**config.mk**
```make
export PLATFORM = sky130hd
export DESIGN_NAME = tlb_prot
export DESIGN_NICKNAME = d
export VERILOG_FILES = /design/src/rtl/tlb_pkg.sv /design/src/rtl/tlb_match.sv /design/src/rtl/tlb_perm.sv /design/src/rtl/tlb_repl.sv /design/src/rtl/tlb_prot.sv
export SDC_FILE = /design/constraint.sdc
export NUM_CORES = 1
export LEC_CHECK = 0
export BUFFER_PORTS_ARGS = -buffer_cell sky130_fd_sc_hd__buf_2
export CORE_MARGIN = 3
export CORE_UTILIZATION = 68
export CTS_BUF_LIST = sky130_fd_sc_hd__clkbuf_4
export CTS_CLUSTER_DIAMETER = 120
export DETAILED_ROUTE_END_ITERATION = 7
export PLACE_DENSITY = 0.88
export SLEW_MARGIN = 20
export SYNTH_ARGS = -nofsm -noshare
export SYNTH_HDL_FRONTEND = slang
export SYNTH_SLANG_ARGS = --single-unit
```
**constraint.sdc**
```tcl
create_clock -name clk_i -period 9.6 [get_ports clk_i]
set_input_delay 0.96 -clock clk_i [delete_from_list [all_inputs] [get_ports clk_i]]
set_output_delay 0.96 -clock clk_i [all_outputs]
set_load 0.005 [all_outputs]
```
**src/rtl/tlb_pkg.sv**
```systemverilog
package tlb_pkg;
  typedef enum logic [1:0] {
    ACC_READ  = 2'd0,
    ACC_WRITE = 2'd1,
    ACC_FETCH = 2'd2,
    ACC_RSVD  = 2'd3
  } acc_e;

  typedef enum logic [1:0] {
    RES_OK   = 2'd0,
    RES_MISS = 2'd1,
    RES_PAGE = 2'd2,
    RES_PROT = 2'd3
  } res_e;

  typedef struct packed {
    logic sup;
    logic ex;
    logic wr;
    logic rd;
  } prot_t;
endpackage

```
**src/rtl/tlb_match.sv**
```systemverilog
module tlb_match #(
  parameter  int N     = 8,
  parameter  int TAG_W = 20,
  localparam int IDX_W = (N > 1) ? $clog2(N) : 1
) (
  input  logic [N-1:0]            valid_i,
  input  logic [N-1:0][TAG_W-1:0] tags_i,
  input  logic [TAG_W-1:0]        key_i,
  output logic                    hit_o,
  output logic [N-1:0]            oh_o,
  output logic [IDX_W-1:0]        idx_o
);
  for (genvar g = 0; g < N; g++) begin : g_cmp
    assign oh_o[g] = valid_i[g] && (tags_i[g] == key_i);
  end

  assign hit_o = |oh_o;

  // tags are unique, so OR-encoding the one-hot is exact
  always_comb begin
    idx_o = '0;
    for (int i = 0; i < N; i++) begin
      if (oh_o[i]) idx_o = idx_o | IDX_W'(i);
    end
  end
endmodule

```
**src/rtl/tlb_perm.sv**
```systemverilog
module tlb_perm (
  input  logic [3:0] prot_i,
  input  logic [1:0] acc_i,
  input  logic       user_i,
  output logic       allow_o
);
  import tlb_pkg::*;

  prot_t p;
  logic  right;

  assign p = prot_t'(prot_i);

  always_comb begin
    unique case (acc_e'(acc_i))
      ACC_READ:  right = p.rd;
      ACC_WRITE: right = p.wr;
      ACC_FETCH: right = p.ex;
      default:   right = 1'b0;
    endcase
  end

  assign allow_o = right && !(user_i && p.sup);
endmodule

```
**src/rtl/tlb_repl.sv**
```systemverilog
module tlb_repl #(
  parameter  int N     = 8,
  localparam int IDX_W = (N > 1) ? $clog2(N) : 1
) (
  input  logic [N-1:0]     occ_i,
  input  logic [N-1:0]     use_i,
  input  logic             touch_i,
  input  logic [IDX_W-1:0] touch_idx_i,
  input  logic [N-1:0]     clr_i,
  output logic [IDX_W-1:0] victim_o,
  output logic [N-1:0]     use_d_o
);
  logic [N-1:0] touch_oh;
  logic [N-1:0] use_set;

  always_comb begin
    victim_o = '0;
    if (&occ_i) begin
      for (int i = N - 1; i >= 0; i--) begin
        if (!use_i[i]) victim_o = IDX_W'(i);
      end
    end else begin
      for (int i = N - 1; i >= 0; i--) begin
        if (!occ_i[i]) victim_o = IDX_W'(i);
      end
    end
  end

  assign touch_oh = touch_i ? (N'(1) << touch_idx_i) : '0;

  always_comb begin
    use_set = use_i | touch_oh;
    if (touch_i && (&use_set)) use_set = touch_oh;
    use_d_o = use_set & ~clr_i;
  end
endmodule

```
**src/rtl/tlb_prot.sv**
```systemverilog
module tlb_prot #(
  parameter  int VA_W    = 32,
  parameter  int PA_W    = 32,
  parameter  int OFFS_W  = 12,
  parameter  int ENTRIES = 8,
  localparam int VPN_W   = VA_W - OFFS_W,
  localparam int PPN_W   = PA_W - OFFS_W,
  localparam int IDX_W   = (ENTRIES > 1) ? $clog2(ENTRIES) : 1
) (
  input  logic             clk_i,
  input  logic             rst_ni,
  input  logic             req_valid_i,
  input  logic [VA_W-1:0]  vaddr_i,
  input  logic [1:0]       acc_i,
  input  logic             user_i,
  output logic             hit_o,
  output logic [1:0]       fault_o,
  output logic             refill_req_o,
  output logic [PA_W-1:0]  paddr_o,
  output logic             dirty_o,
  input  logic             refill_i,
  input  logic [VPN_W-1:0] refill_vpn_i,
  input  logic [PPN_W-1:0] refill_ppn_i,
  input  logic [3:0]       refill_prot_i,
  input  logic             refill_present_i,
  input  logic             refill_dirty_i,
  input  logic             inval_i,
  input  logic [VPN_W-1:0] inval_vpn_i
);
  import tlb_pkg::*;

  logic [ENTRIES-1:0]            occ_q, use_q, dirty_q, pres_q;
  logic [ENTRIES-1:0][VPN_W-1:0] vpn_q;
  logic [ENTRIES-1:0][PPN_W-1:0] ppn_q;
  logic [ENTRIES-1:0][3:0]       prot_q;

  logic [VPN_W-1:0]   l_vpn;
  logic               l_hit, r_hit, i_hit;
  logic [ENTRIES-1:0] l_oh, r_oh, i_oh;
  logic [IDX_W-1:0]   l_idx, r_idx_m, i_idx;
  logic [IDX_W-1:0]   victim, r_idx;
  logic               allow;
  res_e               res;
  logic               touch;
  logic [IDX_W-1:0]   touch_idx;
  logic [ENTRIES-1:0] use_d;
  logic               wr_ok;

  assign l_vpn = vaddr_i[VA_W-1:OFFS_W];

  tlb_match #(.N(ENTRIES), .TAG_W(VPN_W)) u_lk_match (
    .valid_i(occ_q), .tags_i(vpn_q), .key_i(l_vpn),
    .hit_o(l_hit), .oh_o(l_oh), .idx_o(l_idx)
  );

  tlb_match #(.N(ENTRIES), .TAG_W(VPN_W)) u_rf_match (
    .valid_i(occ_q), .tags_i(vpn_q), .key_i(refill_vpn_i),
    .hit_o(r_hit), .oh_o(r_oh), .idx_o(r_idx_m)
  );

  tlb_match #(.N(ENTRIES), .TAG_W(VPN_W)) u_iv_match (
    .valid_i(occ_q), .tags_i(vpn_q), .key_i(inval_vpn_i),
    .hit_o(i_hit), .oh_o(i_oh), .idx_o(i_idx)
  );

  tlb_perm u_perm (
    .prot_i(prot_q[l_idx]), .acc_i(acc_i), .user_i(user_i), .allow_o(allow)
  );

  // priority: miss, not present, protection
  always_comb begin
    if (!l_hit)              res = RES_MISS;
    else if (!pres_q[l_idx]) res = RES_PAGE;
    else if (!allow)         res = RES_PROT;
    else                     res = RES_OK;
  end

  assign hit_o        = req_valid_i && (res == RES_OK);
  assign refill_req_o = req_valid_i && (res == RES_MISS);
  assign fault_o      = req_valid_i ? res : RES_OK;
  assign paddr_o      = hit_o ? {ppn_q[l_idx], vaddr_i[OFFS_W-1:0]} : '0;
  assign dirty_o      = hit_o && dirty_q[l_idx];
  assign wr_ok        = hit_o && (acc_e'(acc_i) == ACC_WRITE);

  // an already-held page is overwritten in place to keep tags unique
  assign r_idx     = r_hit ? r_idx_m : victim;
  assign touch     = refill_i || (req_valid_i && l_hit);
  assign touch_idx = refill_i ? r_idx : l_idx;

  tlb_repl #(.N(ENTRIES)) u_repl (
    .occ_i(occ_q), .use_i(use_q), .touch_i(touch), .touch_idx_i(touch_idx),
    .clr_i(inval_i ? i_oh : '0), .victim_o(victim), .use_d_o(use_d)
  );

  // ordering within a cycle: lookup update, then refill, then invalidate
  always_ff @(posedge clk_i or negedge rst_ni) begin
    if (!rst_ni) begin
      occ_q   <= '0;
      use_q   <= '0;
      dirty_q <= '0;
    end else begin
      use_q <= use_d;
      if (wr_ok) dirty_q[l_idx] <= 1'b1;
      if (refill_i) begin
        occ_q[r_idx]   <= 1'b1;
        dirty_q[r_idx] <= refill_dirty_i;
      end
      if (inval_i && i_hit) occ_q[i_idx] <= 1'b0;
    end
  end

  always_ff @(posedge clk_i) begin
    if (refill_i) begin
      vpn_q[r_idx]  <= refill_vpn_i;
      ppn_q[r_idx]  <= refill_ppn_i;
      prot_q[r_idx] <= refill_prot_i;
      pres_q[r_idx] <= refill_present_i;
    end
  end
endmodule

```
==> flow_metrics.py, run 1 <==
metrics = {
    "synth": {
        "synth_seq_area_share": 0.553,
        "ys_warn_count": 0,
        "avgSynthCellArea_um2": 12.0,
        "syn-num-nets": 1822,
        "synth_seq_cells": 384,
        "synth-adder-area-share": 0,
        "synth_compound_area_frac": 0.0651,
        "synthCells": 1716,
        "netlist_top_cells_area": "edfxtp_1, xnor2_1, xor2_1",
        "synth_async_sr_flop_share": 0.0625,
        "yosys.area_share.simple": 0.148,
        "netlist.area_leader.share": 0.524,
        "yosys.area.top_type": "edfxtp_1",
        "synth-xor-area-share": 0.205,
        "synth_top_family_by_area": "XOR/XNOR gates",
        "synth_edf_count": 360,
        "synthFlopType": "edfxtp_1",
        "synth_area_um2": 20600,
        "synth_cell_type_count": 69,
        "yosys-mux-area-fraction": 0.00934,
    },
    "pwr": {
        "peakVddDrop_uv": 224,
        "power_mw": 6.87,
        "swShare": 0.397,
        "p_int_mw": 4.14,
        "power_frac_clock": 0.201,
        "power_density_nw_per_um2": 301,
        "power.switching_mw": 2.73,
        "sequentialPowerShare": 0.475,
        "p_leak_nw": 7.53,
        "comb_power_share": 0.324,
    },
    "grt": {
        "grt_pass1_vias": 16780,
        "grt_pass1_wl_mm": 108,
        "antenna_found_initial": 6,
        "grt_overflow": 0,
        "track_usage": 0.449,
        "grt_max_degree": 49,
    },
    "timing": {
        "relSlewSlack": 0.302,
        "rsz0062_at_grt": "false",
        "fin_crit_ns": 6.59,
        "setup_viol": 0,
        "tns_ns": 0,
        "fmax_mhz": 152,
        "finalCritPeriodShare": 0.687,
        "final_hold_viol_count": 0,
        "worst_slack_ns": 3.01,
        "maxSlewViolCount": 0,
        "worst_slew_pin_slew_ns": 1.05,
        "fin_skew_ns": 0.0802,
        "whs_ns": 0.177,
    },
    "hold_path": {
        "hold_path.class": "in2async",
    },
    "place": {
        "routabilityCongestion": 1.04,
        "io_buffer_count": 142,
        "place_ws_ns": 2.89,
        "hpwl_mm": 48.4,
        "placedCellCount": 2175,
        "dpl_cell_area_um2": 21600,
    },
    "critical_path": {
        "cp_num_buf_inv": 2,
        "worstPathArrival_ns": 5.63,
        "path_cells": "xor2_1 -> or4_1 -> or4_1 -> o22a_1 -> o21ai_0 -> nand2_1 -> o22a_1 -> a32o_1 -> or2_4 -> nor3_4 -> buf_16 -> and3_1 -> buf_2",
        "path_max_fanout": 24,
        "start_kind": "register",
        "endpoint_kind": "output pin",
        "crit_path_max_incr_delay_ns": 0.59,
        "path_class": "reg2out",
        "critPathTopFamily": "simple AND/OR/NAND/NOR gates",
        "worstPathRequired_ns": 8.64,
        "cp_slowest_cell": "or4_1",
    },
    "layout": {
        "nets": 1988,
        "layoutNonFillerInstCount": 2352,
        "syn_to_final_growth_pct": 10.7,
        "fin_area_um2": 22900,
        "n_fill_cell": 1839,
        "utilization": 0.767,
        "drive_gt1_frac": 0.174,
        "final_common_cell": "edfxtp_1",
        "final_cell_mix": "edfxtp_1, xnor2_1, clkbuf_4, buf_2, xor2_1",
    },
    "cts": {
        "cts_hold_buf": 0,
        "cts_root_buffer": "clkbuf_4",
        "max-clock-path-buffers": 3,
        "numClockSinks": 384,
        "cts_tree": "done",
        "numCtsBuffers": 94,
        "clk_latency_ns": 0.83,
        "clk_pin_slew_ns": 0.08,
        "htree_levels": 3,
        "cts_setup_buffers": 0,
        "post_cts_resized": 0,
    },
    "outcome": {
        "status": "finished with violations",
        "violations": "DRC",
    },
    "routing": {
        "post-route-drc-count": 5,
        "drt_iter0_markers": 3045,
        "wl_per_cell_um": 31.4,
        "first_pass_iters": 8,
        "vias": 17258,
        "vias_per_cell": 7.34,
        "ant_nets": 0,
        "drt-total-wl_mm": 73.8,
    },
    "die": {
        "start_util": 0.693,
        "die-area_um2": 32500,
        "die_h_um": 180,
        "io_pins": 143,
        "num_rows": 63,
        "core_um2": 29800,
        "dieWidth_um": 180,
    },
    "flow_run": {
        "cap_violations": 0,
    },
}
==> cell families (layout without fill, tap and decap cells) <==
| family | count (synthesis) | after routing |
|---|---|---|
| AO/OA/AOI/OAI | 190 | 190 |
| XOR/XNOR | 484 | 484 |
| buffers and inverters | 96 | 335 |
| flip-flops | 384 | 384 |
| multiplexers | 19 | 19 |
| other | 0 | 7 |
| AND/OR/NAND/NOR | 543 | 543 |
==> synthesized netlist by cell type (3+ instances only) <==
cell	number
a211oi_1	14
a21boi_0	4
a21oi_1	23
a22oi_1	5
a31oi_1	5
a41oi_1	5
and2_1	17
and3_1	28
and4_1	6
buf_2	6
buf_6	5
clkbuf_1	73
dfrtp_1	24
edfxtp_1	360
inv_1	11
mux2i_1	17
nand2_1	64
nand2b_1	11
nand3_1	64
nand4_1	126
nand4b_1	7
nor2_1	88
nor2b_1	5
nor3_1	8
nor3b_1	13
nor4_1	52
o211ai_1	5
o21ai_0	8
o22a_1	11
o22ai_1	77
o2bb2ai_1	3
or2_2	11
or3_1	5
or3b_2	4
or4_1	26
xnor2_1	344
xor2_1	140
==> power by group through the flow <==
stage | sequential (mW) | clock (mW) | combinational, mW
6_report | 3.26 | 1.38 | 2.23
3_5_place_dp | 3.23 | 0 | 2.15
2_1_floorplan | 3.07 | 0 | 1.52
3_3_place_gp | 3.21 | 0 | 2.11
4_1_cts | 3.22 | 1.38 | 2.16
5_1_grt | 3.28 | 1.47 | 2.36
==> area by class of cell <==
| cell class | count | area (µm²) | share of cell area |
|---|---|---|---|
| timing repair buffer | 155 | 828 | 0.0362 |
| antenna | 7 | 17.5 | 0.000767 |
| clock buffer | 142 | 1070 | 0.0467 |
| multi-input combinational | 1236 | 8870 | 0.388 |
| sequential | 384 | 11400 | 0.499 |
| tap | 390 | 488 | 0.0214 |
| inverter | 11 | 41.3 | 0.00181 |
| clock inverter | 27 | 131 | 0.00575 |
==> final timing paths <==
| kind | depth (start not counted) | startpoint | end | slack (ns) |
|---|---|---|---|---|
| worst max-delay path | 13 | vpn_q[89] | paddr_o[14] | 3.01 |
| max in group asynchronous | 1 | rst_ni | occ_q[5] | 9.01 |
| worst max register to register | 11 | vpn_q[89] | dirty_q[2] | 5.03 |
| worst min register to register | 1 | dirty_q[7] | dirty_q[7] | 0.53 |
| worst min-delay path | 1 | rst_ni | dirty_q[6] | 0.18 |
| min in group clk_i | 1 | refill_ppn_i[0] | ppn_q[140] | 0.41 |
==> worst register-to-register path, delay by kind of cell (launching register included) <==
kind	cells	cell delay [ns]
AO/OA/AOI/OAI	6	2.06
XOR/XNOR	1	0.22
flip-flops	1	0.50
multiplexers	1	0.19
AND/OR/NAND/NOR	3	1.52
==> metal layers <==
| metal | GRT usage | vias to the layer above | part of all wire |
|---|---|---|---|
| li1 | - | 6859 | - |
| met1 | 0.616 | 8077 | 0.34 |
| met2 | 0.644 | 1941 | 0.42 |
| met3 | 0.158 | 375 | 0.18 |
| met4 | 0.215 | 6 | 0.060 |
| met5 | 0 | - | 0.0018 |
==> sequential cells by signal, summed over array words and instances, names as in the netlist <==
name / flops
use_q: 8
vpn_q: 160
occ_q: 8
ppn_q: 160
dirty_q: 8
prot_q: 32
pres_q: 8
No activity file was read; power rests on OpenSTA's default activity.
==> run 2: changes to the inputs <==
CORE_UTILIZATION = 63   (was 68)
PLACE_DENSITY = 0.83   (was 0.88)
clock period = 6.4 ns   (was 9.6 ns; I/O delays follow)
==> flow_metrics.py, run 2 (synthesized netlist as in run 1, its figures left out) <==
metrics = {
    "grt": {
        "grt_overflow": 0,
        "grt_max_degree": 49,
        "track_usage": 0.430,
        "grt_pass1_vias": 16658,
        "grt_pass1_wl_mm": 109,
        "antenna_found_initial": 6,
    },
    "layout": {
        "utilization": 0.720,
        "seq_area_um2": 11400,
        "n_fill_cell": 2212,
        "fin_area_um2": 22900,
        "drive_gt1_frac": 0.177,
        "final_cell_mix": "edfxtp_1, xnor2_1, buf_2, xor2_1, clkbuf_4",
        "final_common_cell": "edfxtp_1",
        "reg_top3": "ppn_q: 160 flops, vpn_q: 160 flops, prot_q: 32 flops",
        "syn_to_final_growth_pct": 11.1,
        "multi_input_area_um2": 8870,
        "nets": 1994,
    },
    "die": {
        "die-area_um2": 35000,
        "dieWidth_um": 187,
        "num_rows": 65,
        "die_h_um": 187,
        "start_util": 0.647,
        "core_um2": 31900,
        "io_pins": 143,
    },
    "critical_path": {
        "worstPathRequired_ns": 5.76,
        "start_kind": "register",
        "path_max_fanout": 34,
        "r2r_cells": 11,
        "r2r_end": "dirty_q[7]",
        "r2r-start": "vpn_q[87]",
        "worstPathArrival_ns": 5.42,
        "cp-startpoint": "vpn_q[87]",
        "rrSetupSlack_ns": 1.86,
        "endpoint": "paddr_o[20]",
        "path_class": "reg2out",
        "endpoint_kind": "output pin",
    },
    "routing": {
        "post-route-drc-count": 0,
        "first_pass_iters": 8,
        "wl_per_cell_um": 31.8,
        "drt_iter0_markers": 2417,
        "ant_nets": 0,
        "vias": 16873,
        "drt-total-wl_mm": 76.2,
        "vias_per_cell": 7.04,
    },
    "timing": {
        "fin_crit_ns": 6.06,
        "setup_viol": 0,
        "fin_skew_ns": 0.0681,
        "finalCritPeriodShare": 0.947,
        "fmax_mhz": 165,
        "final_hold_viol_count": 0,
        "maxSlewViolCount": 0,
        "whs_ns": 0.0600,
        "rsz0062_at_grt": "false",
        "relSlewSlack": 0.210,
        "worst_slew_pin_slew_ns": 1.18,
        "tns_ns": 0,
    },
    "pwr": {
        "power_density_nw_per_um2": 450,
        "peakVddDrop_uv": 416,
        "power_mw": 10.3,
        "p_leak_nw": 7.56,
    },
    "cts": {
        "htree_levels": 3,
        "cts_setup_buffers": 0,
        "post_cts_resized": 0,
        "clk_latency_ns": 0.85,
        "cts_root_buffer": "clkbuf_4",
        "numClockSinks": 384,
        "cts_tree": "done",
        "clk_pin_slew_ns": 0.07,
        "numCtsBuffers": 93,
        "max-clock-path-buffers": 3,
    },
    "place": {
        "routabilityCongestion": 1.06,
        "hpwl_mm": 50.5,
        "io_buffer_count": 142,
        "dpl_cell_area_um2": 21700,
    },
    "hold_path": {
        "holdPathStages": 1,
        "hold_path.class": "in2reg",
    },
    "outcome": {
        "status": "finished clean",
    },
    "flow_run": {
        "cap_violations": 0,
    },
}
run 2: changes by cell type in the layout (fill, tap and decap cells not counted), moves of 2 or more:
| cell | change |
|---|---|
| diode_2 | -4 |
| clkbuf_4 | -3 |
| clkinv_1 | -5 |
| buf_12 | +2 |
| clkinv_2 | +4 |
| buf_4 | +5 |
run 2: where the power goes:
part / leakage (nW) / internal (mW) / total (mW) / switching [mW]
Sequential: 3.52 / 4.02 / 4.90 / 0.880
Combinational: 3.33 / 1.20 / 3.39 / 2.19
Clock: 0.710 / 1.00 / 2.04 / 1.04
run 2: how the worst min path moves through the flow:
stage,endpoint,slack [ns],startpoint
4_1_cts,ppn_q[57],0.03,refill_ppn_i[17]
5_1_grt,ppn_q[130],0.05,refill_ppn_i[10]
3_3_place_gp,dirty_q[7],0.49,dirty_q[7]
6_report,ppn_q[20],0.06,refill_ppn_i[0]
2_1_floorplan,dirty_q[0],0.34,rst_ni
3_5_place_dp,dirty_q[7],0.51,dirty_q[7]
run 2: worst max-delay path, cell delays in order (launching register included):
cell and delay [ns]:
edfxtp_1 0.46, xor2_1 0.20, or4_1 0.56, or4_1 0.60
o22a_1 0.38, o21ai_0 0.36, nand2_1 0.32, o221a_1 0.34
a32o_1 0.27, or2_4 0.27, nor3_4 0.11, buf_4 0.34
and3_1 0.24, buf_2 0.13
run 2: cell type report:
| class | count | area share |
|---|---|---|
| sequential | 384 | 0.497 |
| tap | 435 | 0.0237 |
| antenna | 3 | 0.000327 |
| clock buffer | 139 | 0.0455 |
| clock inverter | 26 | 0.00595 |
| multi-input combinational | 1236 | 0.387 |
| timing repair buffer | 162 | 0.0387 |
| inverter | 11 | 0.00180 |
run 2: layer usage:
| layer | vias up | wire length [µm] | GRT usage |
|---|---|---|---|
| met5 | - | 13 | 0 |
| met4 | 2 | 5130 | 0.254 |
| met3 | 356 | 11200 | 0.143 |
| met2 | 1540 | 32300 | 0.621 |
| met1 | 8114 | 27600 | 0.571 |
| li1 | 6861 | - | - |
run 2: what timing repair did:
item,in CTS,in global routing
endpoints found under the setup margin,0,0
hold endpoints to repair,24,0
hold buffers,1,0
run 2: metrics by stage:
stage	instances	worst slack, ns
3_5_place_dp	2227	0.888
2_1_floorplan	1716	0.305
4_1_cts	2393	0.412
3_3_place_gp	2227	1.07
5_1_grt	2394	0.147
6_report	2396	0.339
